--- src/rtl/rjw_pkg.sv ---
package rjw_pkg;

  localparam int unsigned BITS_PER_BYTE = 8;

  typedef enum logic {
    ST_ARMED = 1'b0,
    ST_HELD  = 1'b1
  } wd_state_e;

  // Carrier limit expressed in bit times.
  function automatic int unsigned bytes_to_bits(input int unsigned nbytes);
    return nbytes * BITS_PER_BYTE;
  endfunction

  // Quiet window selected by the release select.
  function automatic int unsigned pick_window(input logic long_sel,
                                              input int unsigned short_w,
                                              input int unsigned long_w);
    return long_sel ? long_w : short_w;
  endfunction

  function automatic int unsigned max_u(input int unsigned a, input int unsigned b);
    return (a > b) ? a : b;
  endfunction

endpackage

--- src/rtl/rjw_run_cnt.sv ---
// Counts consecutive bit times whose carrier level equals COUNT_HIGH,
// saturating at LIMIT. Cycles without bit_en leave the count untouched.
module rjw_run_cnt #(
  parameter int unsigned LIMIT      = 8,
  parameter bit          COUNT_HIGH = 1'b1,
  parameter int unsigned W          = $clog2(LIMIT + 1)
) (
  input  logic         clk,
  input  logic         rst_n,
  input  logic         clr,
  input  logic         bit_en,
  input  logic         level,
  output logic [W-1:0] run
);

  localparam logic [W-1:0] CAP = W'(LIMIT);

  logic hit;
  assign hit = (level == COUNT_HIGH);

  always_ff @(posedge clk) begin
    if (!rst_n || clr) begin
      run <= '0;
    end else if (bit_en) begin
      if (!hit) begin
        run <= '0;
      end else if (run != CAP) begin
        run <= run + 1'b1;
      end
    end
  end

endmodule

--- src/rtl/rjw_trip_ctl.sv ---
// Armed / held state, sticky status and the registered interrupt pulse.
module rjw_trip_ctl
  import rjw_pkg::*;
(
  input  logic clk,
  input  logic rst_n,
  input  logic clr,
  input  logic trip_evt,
  input  logic rel_evt,
  output logic held,
  output logic status,
  output logic irq
);

  wd_state_e state;

  always_ff @(posedge clk) begin
    if (!rst_n || clr) begin
      state  <= ST_ARMED;
      status <= 1'b0;
      irq    <= 1'b0;
    end else begin
      irq <= trip_evt;
      if (trip_evt) begin
        state  <= ST_HELD;
        status <= 1'b1;
      end else if (rel_evt) begin
        state <= ST_ARMED;
      end
    end
  end

  assign held = (state == ST_HELD);

endmodule

--- src/rtl/rx_jabber_wd.sv ---
module rx_jabber_wd
  import rjw_pkg::*;
#(
  parameter int unsigned TRIP_BYTES     = 2304,
  parameter int unsigned REL_SHORT_BITS = 20,
  parameter int unsigned REL_LONG_BITS  = 44
) (
  input  logic clk,
  input  logic rst_n,
  input  logic soft_rst,
  input  logic bit_en,
  input  logic crs,
  input  logic wd_disable,
  input  logic rel_long,
  output logic wd_timeout,
  output logic wd_irq
);

  localparam int unsigned TRIP_BITS = bytes_to_bits(TRIP_BYTES);
  localparam int unsigned QUIET_CAP = max_u(REL_SHORT_BITS, REL_LONG_BITS);
  localparam int unsigned ACT_W     = $clog2(TRIP_BITS + 1);
  localparam int unsigned QUIET_W   = $clog2(QUIET_CAP + 1);
  localparam logic [ACT_W-1:0] ACT_LAST = ACT_W'(TRIP_BITS - 1);

  logic [ACT_W-1:0]   act_run;
  logic [QUIET_W-1:0] quiet_run;
  logic [QUIET_W-1:0] rel_last;
  logic               held;
  logic               run_at_limit;
  logic               quiet_at_window;
  logic               trip_evt;
  logic               rel_evt;

  // Consecutive carrier bit times.
  rjw_run_cnt #(
    .LIMIT      (TRIP_BITS),
    .COUNT_HIGH (1'b1),
    .W          (ACT_W)
  ) i_act_cnt (
    .clk    (clk),
    .rst_n  (rst_n),
    .clr    (soft_rst),
    .bit_en (bit_en),
    .level  (crs),
    .run    (act_run)
  );

  // Consecutive quiet bit times; restarts whenever carrier returns.
  rjw_run_cnt #(
    .LIMIT      (QUIET_CAP),
    .COUNT_HIGH (1'b0),
    .W          (QUIET_W)
  ) i_quiet_cnt (
    .clk    (clk),
    .rst_n  (rst_n),
    .clr    (soft_rst),
    .bit_en (bit_en),
    .level  (crs),
    .run    (quiet_run)
  );

  always_comb begin
    rel_last        = QUIET_W'(pick_window(rel_long, REL_SHORT_BITS, REL_LONG_BITS) - 1);
    run_at_limit    = (act_run == ACT_LAST);
    quiet_at_window = (quiet_run == rel_last);
    trip_evt        = bit_en && crs && !wd_disable && !held && run_at_limit;
    rel_evt         = bit_en && !crs && held && quiet_at_window;
  end

  rjw_trip_ctl i_ctl (
    .clk      (clk),
    .rst_n    (rst_n),
    .clr      (soft_rst),
    .trip_evt (trip_evt),
    .rel_evt  (rel_evt),
    .held     (held),
    .status   (wd_timeout),
    .irq      (wd_irq)
  );

endmodule

--- config.mk ---
export PLATFORM = sky130hd
export DESIGN_NAME = rx_jabber_wd
export DESIGN_NICKNAME = d
export VERILOG_FILES = /design/src/rtl/rjw_pkg.sv /design/src/rtl/rjw_run_cnt.sv /design/src/rtl/rjw_trip_ctl.sv /design/src/rtl/rx_jabber_wd.sv
export SDC_FILE = /design/constraint.sdc
export NUM_CORES = 1
export LEC_CHECK = 0
export ABC_CLOCK_PERIOD_IN_PS = 2600
export BUFFER_PORTS_ARGS = -buffer_cell sky130_fd_sc_hd__buf_2
export CAP_MARGIN = 15
export CORE_AREA = 2 2 66 68
export DETAILED_ROUTE_END_ITERATION = 16
export DIE_AREA = 0 0 68 70
export SYNTH_ARGS = -nofsm -noshare
export SYNTH_HDL_FRONTEND = slang
export SYNTH_SLANG_ARGS = --single-unit
--- constraint.sdc ---
create_clock -name clk -period 2.6 [get_ports clk]
set_clock_uncertainty 0.15 [all_clocks]
set_input_delay 0.65 -clock clk [delete_from_list [all_inputs] [get_ports clk]]
set_output_delay 0.65 -clock clk [all_outputs]
set_load 0.01 [all_outputs]
==> impl_metrics.py <==
metrics = {
    "synth": {
        "synthAdderAreaFrac": 0.0448,
        "synth.area.mux_share": 0.00717,
        "yosysUniqueCellTypes": 45,
        "avgSynthCellArea_um2": 8.62,
        "synthXorXnorAreaFrac": 0.0188,
        "synth_top_family_by_area": "simple AND/OR/NAND/NOR gates",
        "synth_seq_cells": 24,
        "synth_enable_flop_cells": 0,
        "syn_inst": 162,
        "async_reset_ff_frac": 0,
        "yosys_warnings": 0,
        "synthSimpleGateAreaFrac": 0.302,
        "syn_area_mm2": 0.00140,
        "seq_area_frac_synth": 0.344,
        "syn_nets": 174,
        "synth-compound-area-share": 0.237,
        "synth-main-ff-cell": "dfxtp_1",
    },
    "clock_network": {
        "cts-hold-fix-buffers": 0,
        "numCtsBuffers": 3,
        "clock_latency_ns": 0.27,
        "clockBufferDepth": 2,
        "cts-root-buf": "clkbuf_8",
        "cts_resized": 0,
        "clk_pin_slew_ns": 0.09,
        "tritoncts": "done",
        "clock_sinks": 24,
        "htree_levels": 1,
        "postCtsSetupBuffers": 0,
    },
    "placement": {
        "place_congestion": 0.873,
        "numPortBuffers": 8,
        "hpwl_um": 2380,
    },
    "min_path": {
        "min_path_type": "flop to flop",
    },
    "routing": {
        "num_vias": 1281,
        "drt-vias-per-instance": 5.85,
        "drc": 0,
        "final_antenna_net_count": 0,
        "initialDrtViolationCount": 161,
        "first_pass_iters": 4,
        "wl_per_cell_um": 14.7,
        "totalWireLength_um": 3230,
    },
    "pwr": {
        "switchingPower_uw": 150,
        "p_clk_frac": 0.345,
        "p_int_uw": 489,
        "vdd.ir_drop.worst_mv": 0.151,
        "pwr-share-comb": 0.076,
        "power_density_mw_per_mm2": 419,
        "p_sw_frac": 0.235,
        "leakagePower_nw": 0.522,
        "p_seq_frac": 0.579,
    },
    "setup_path": {
        "cp-end-kind": "flop",
        "critPathMaxStageDelay_ns": 0.62,
        "cp.required_ns": 2.59,
        "cp_max_fo": 12,
        "critPathKind": "flop to flop",
        "worst_path_max_delay_cell": "o41a_2",
        "start_kind": "flop",
        "path_cells": "or4_4, o41a_2, a41oi_1, a311oi_1",
        "critPathArrivalTime_ns": 2.18,
    },
    "final_layout": {
        "n_antenna_cell": 0,
        "fin_util": 0.368,
        "area_growth_pct": 9.14,
        "layout-drive-gt1-share": 0.132,
        "nets": 181,
    },
    "floorplanning": {
        "row_count": 24,
        "pin_count": 9,
        "start_util": 0.337,
        "coreArea_mm2": 0.00414,
        "chipHeight_um": 70,
        "die_area_mm2": 0.00476,
        "die_x_um": 68,
    },
    "outcome": {
        "status": "completed",
    },
    "timing": {
        "finalSetupTns_ns": 0,
        "relSlewSlack": 0.559,
        "finalHoldViolCount": 0,
        "rsz0062_at_grt": "false",
        "period_needed_ns": 2.19,
        "fmax_mhz": 457,
        "period_share": 0.841,
        "setup_viol": 0,
        "drv_slew": 0,
        "worst_pin_slew_ns": 0.661,
    },
    "global_routing": {
        "globalRouteTotalUtil": 0.146,
        "grt_pass1_vias": 1194,
        "grt_pass1_wl_um": 5510,
        "grt_max_degree": 18,
        "antenna_found_initial": 0,
        "grt.overflow.total": 0,
    },
    "job": {
        "cap_violations": 0,
    },
}
[final cells by class]
type                       count  area, um2
tap                           52       65.1
timing repair buffer          11       62.6
clock buffer                   3       41.3
multi-input combinational    123        852
inverter                       6       22.5
fill                         429       2620
sequential                    24        480
[worst max-delay path: cells and delay by family, from the launching register on]
family           cells  cell delay, ns
flip-flops           1            0.38
AO/OA/AOI/OAI        3            0.95
AND/OR/NAND/NOR      1            0.57
[kinds of logic (layout without fill, tap and decap cells)]
kind of cell,Yosys count,count (layout)
compound gates,43,43
mux,1,1
xor+xnor,3,3
flops,24,24
buf+inv,15,20
simple gates,71,71
fa+ha+maj,5,5
[synth_stat cells (all sizes together), types with 2 or more instances]
library cell	n	area [um2]
nor2b	2	12.5
or4	3	30.0
ha	5	62.6
and3	5	32.5
nand3	6	30.0
buf	3	18.8
o2bb2ai	6	52.6
and4	4	36.3
a31oi	4	25.0
dfxtp	24	480
a311oi	5	43.8
a41oi	3	26.3
nor2	5	18.8
nand2b	5	31.3
clkbuf	6	22.5
a211oi	2	15.0
inv	6	22.5
nand4b	2	17.5
xor2	3	26.3
a21oi	13	65.1
nand2	16	60.1
and2	5	32.5
nand4	6	37.5
nor3	6	30.0
o41a	2	23.8
nor4b	2	17.5
[path summary, 6_finish.rpt]
kind         cells after the start                          start  slack [ns]                            end
max reg2reg                      4  i_act_cnt.run[4]$_SDFFE_PP0P_        0.41  i_act_cnt.run[3]$_SDFFE_PP0P_
min                              2        i_ctl.held$_SDFFE_PP0P_        0.31        i_ctl.held$_SDFFE_PP0P_
min reg2reg                      2        i_ctl.held$_SDFFE_PP0P_        0.31        i_ctl.held$_SDFFE_PP0P_
max                              4  i_act_cnt.run[4]$_SDFFE_PP0P_        0.41  i_act_cnt.run[3]$_SDFFE_PP0P_
[metal layers]
metal | wire (um) | vias up | GRT usage
met5 | 0 | - | 0
met4 | 48 | 0 | 0.0489
met3 | 119 | 5 | 0.0145
met2 | 1530 | 34 | 0.236
met1 | 1530 | 610 | 0.200
li1 | - | 632 | -
[layout by cell type (no fill, tap or decap), types with 3 or more instances in the layout]
| cell | n |
|---|---|
| a21oi_1 | 13 |
| a311oi_1 | 5 |
| a31oi_1 | 4 |
| a41oi_1 | 3 |
| and2_1 | 4 |
| and3_1 | 4 |
| and4_1 | 3 |
| buf_2 | 8 |
| buf_4 | 3 |
| clkbuf_8 | 3 |
| dfxtp_1 | 24 |
| ha_1 | 5 |
| inv_1 | 6 |
| nand2_1 | 16 |
| nand2b_1 | 5 |
| nand3_1 | 6 |
| nand4_1 | 6 |
| nor2_1 | 5 |
| nor3_1 | 6 |
| o2bb2ai_1 | 6 |
| xor2_1 | 3 |
[power by group through the flow]
stage | clock network (mW) | logic [mW] | registers (mW)
after floorplan | 0 | 0.0318 | 0.378
after global placement | 0 | 0.0463 | 0.378
after detailed placement | 0 | 0.0480 | 0.378
after CTS | 0.225 | 0.0484 | 0.370
after global routing | 0.243 | 0.0533 | 0.370
final | 0.221 | 0.0482 | 0.370
[state kept, by name (all words and copies together), names as in the netlist]
signal           count
i_act_cnt.run       15
i_ctl.held           1
i_ctl.irq            1
i_ctl.status         1
i_quiet_cnt.run      6
[per-stage QoR]
stage	worst slack [ns]	instances	total power [mW]	hold WS [ns]	instance area (um2)
6_report	0.412	219	0.639	0.310	1520
3_3_place_gp	0.437	216	0.425	0.279	1480
4_1_cts	0.429	219	0.644	0.311	1520
2_1_floorplan	0.565	162	0.410	0.277	1400
3_5_place_dp	0.373	216	0.426	0.300	1480
5_1_grt	0.334	219	0.666	0.346	1520
No activity file was read; power rests on OpenSTA's default activity.
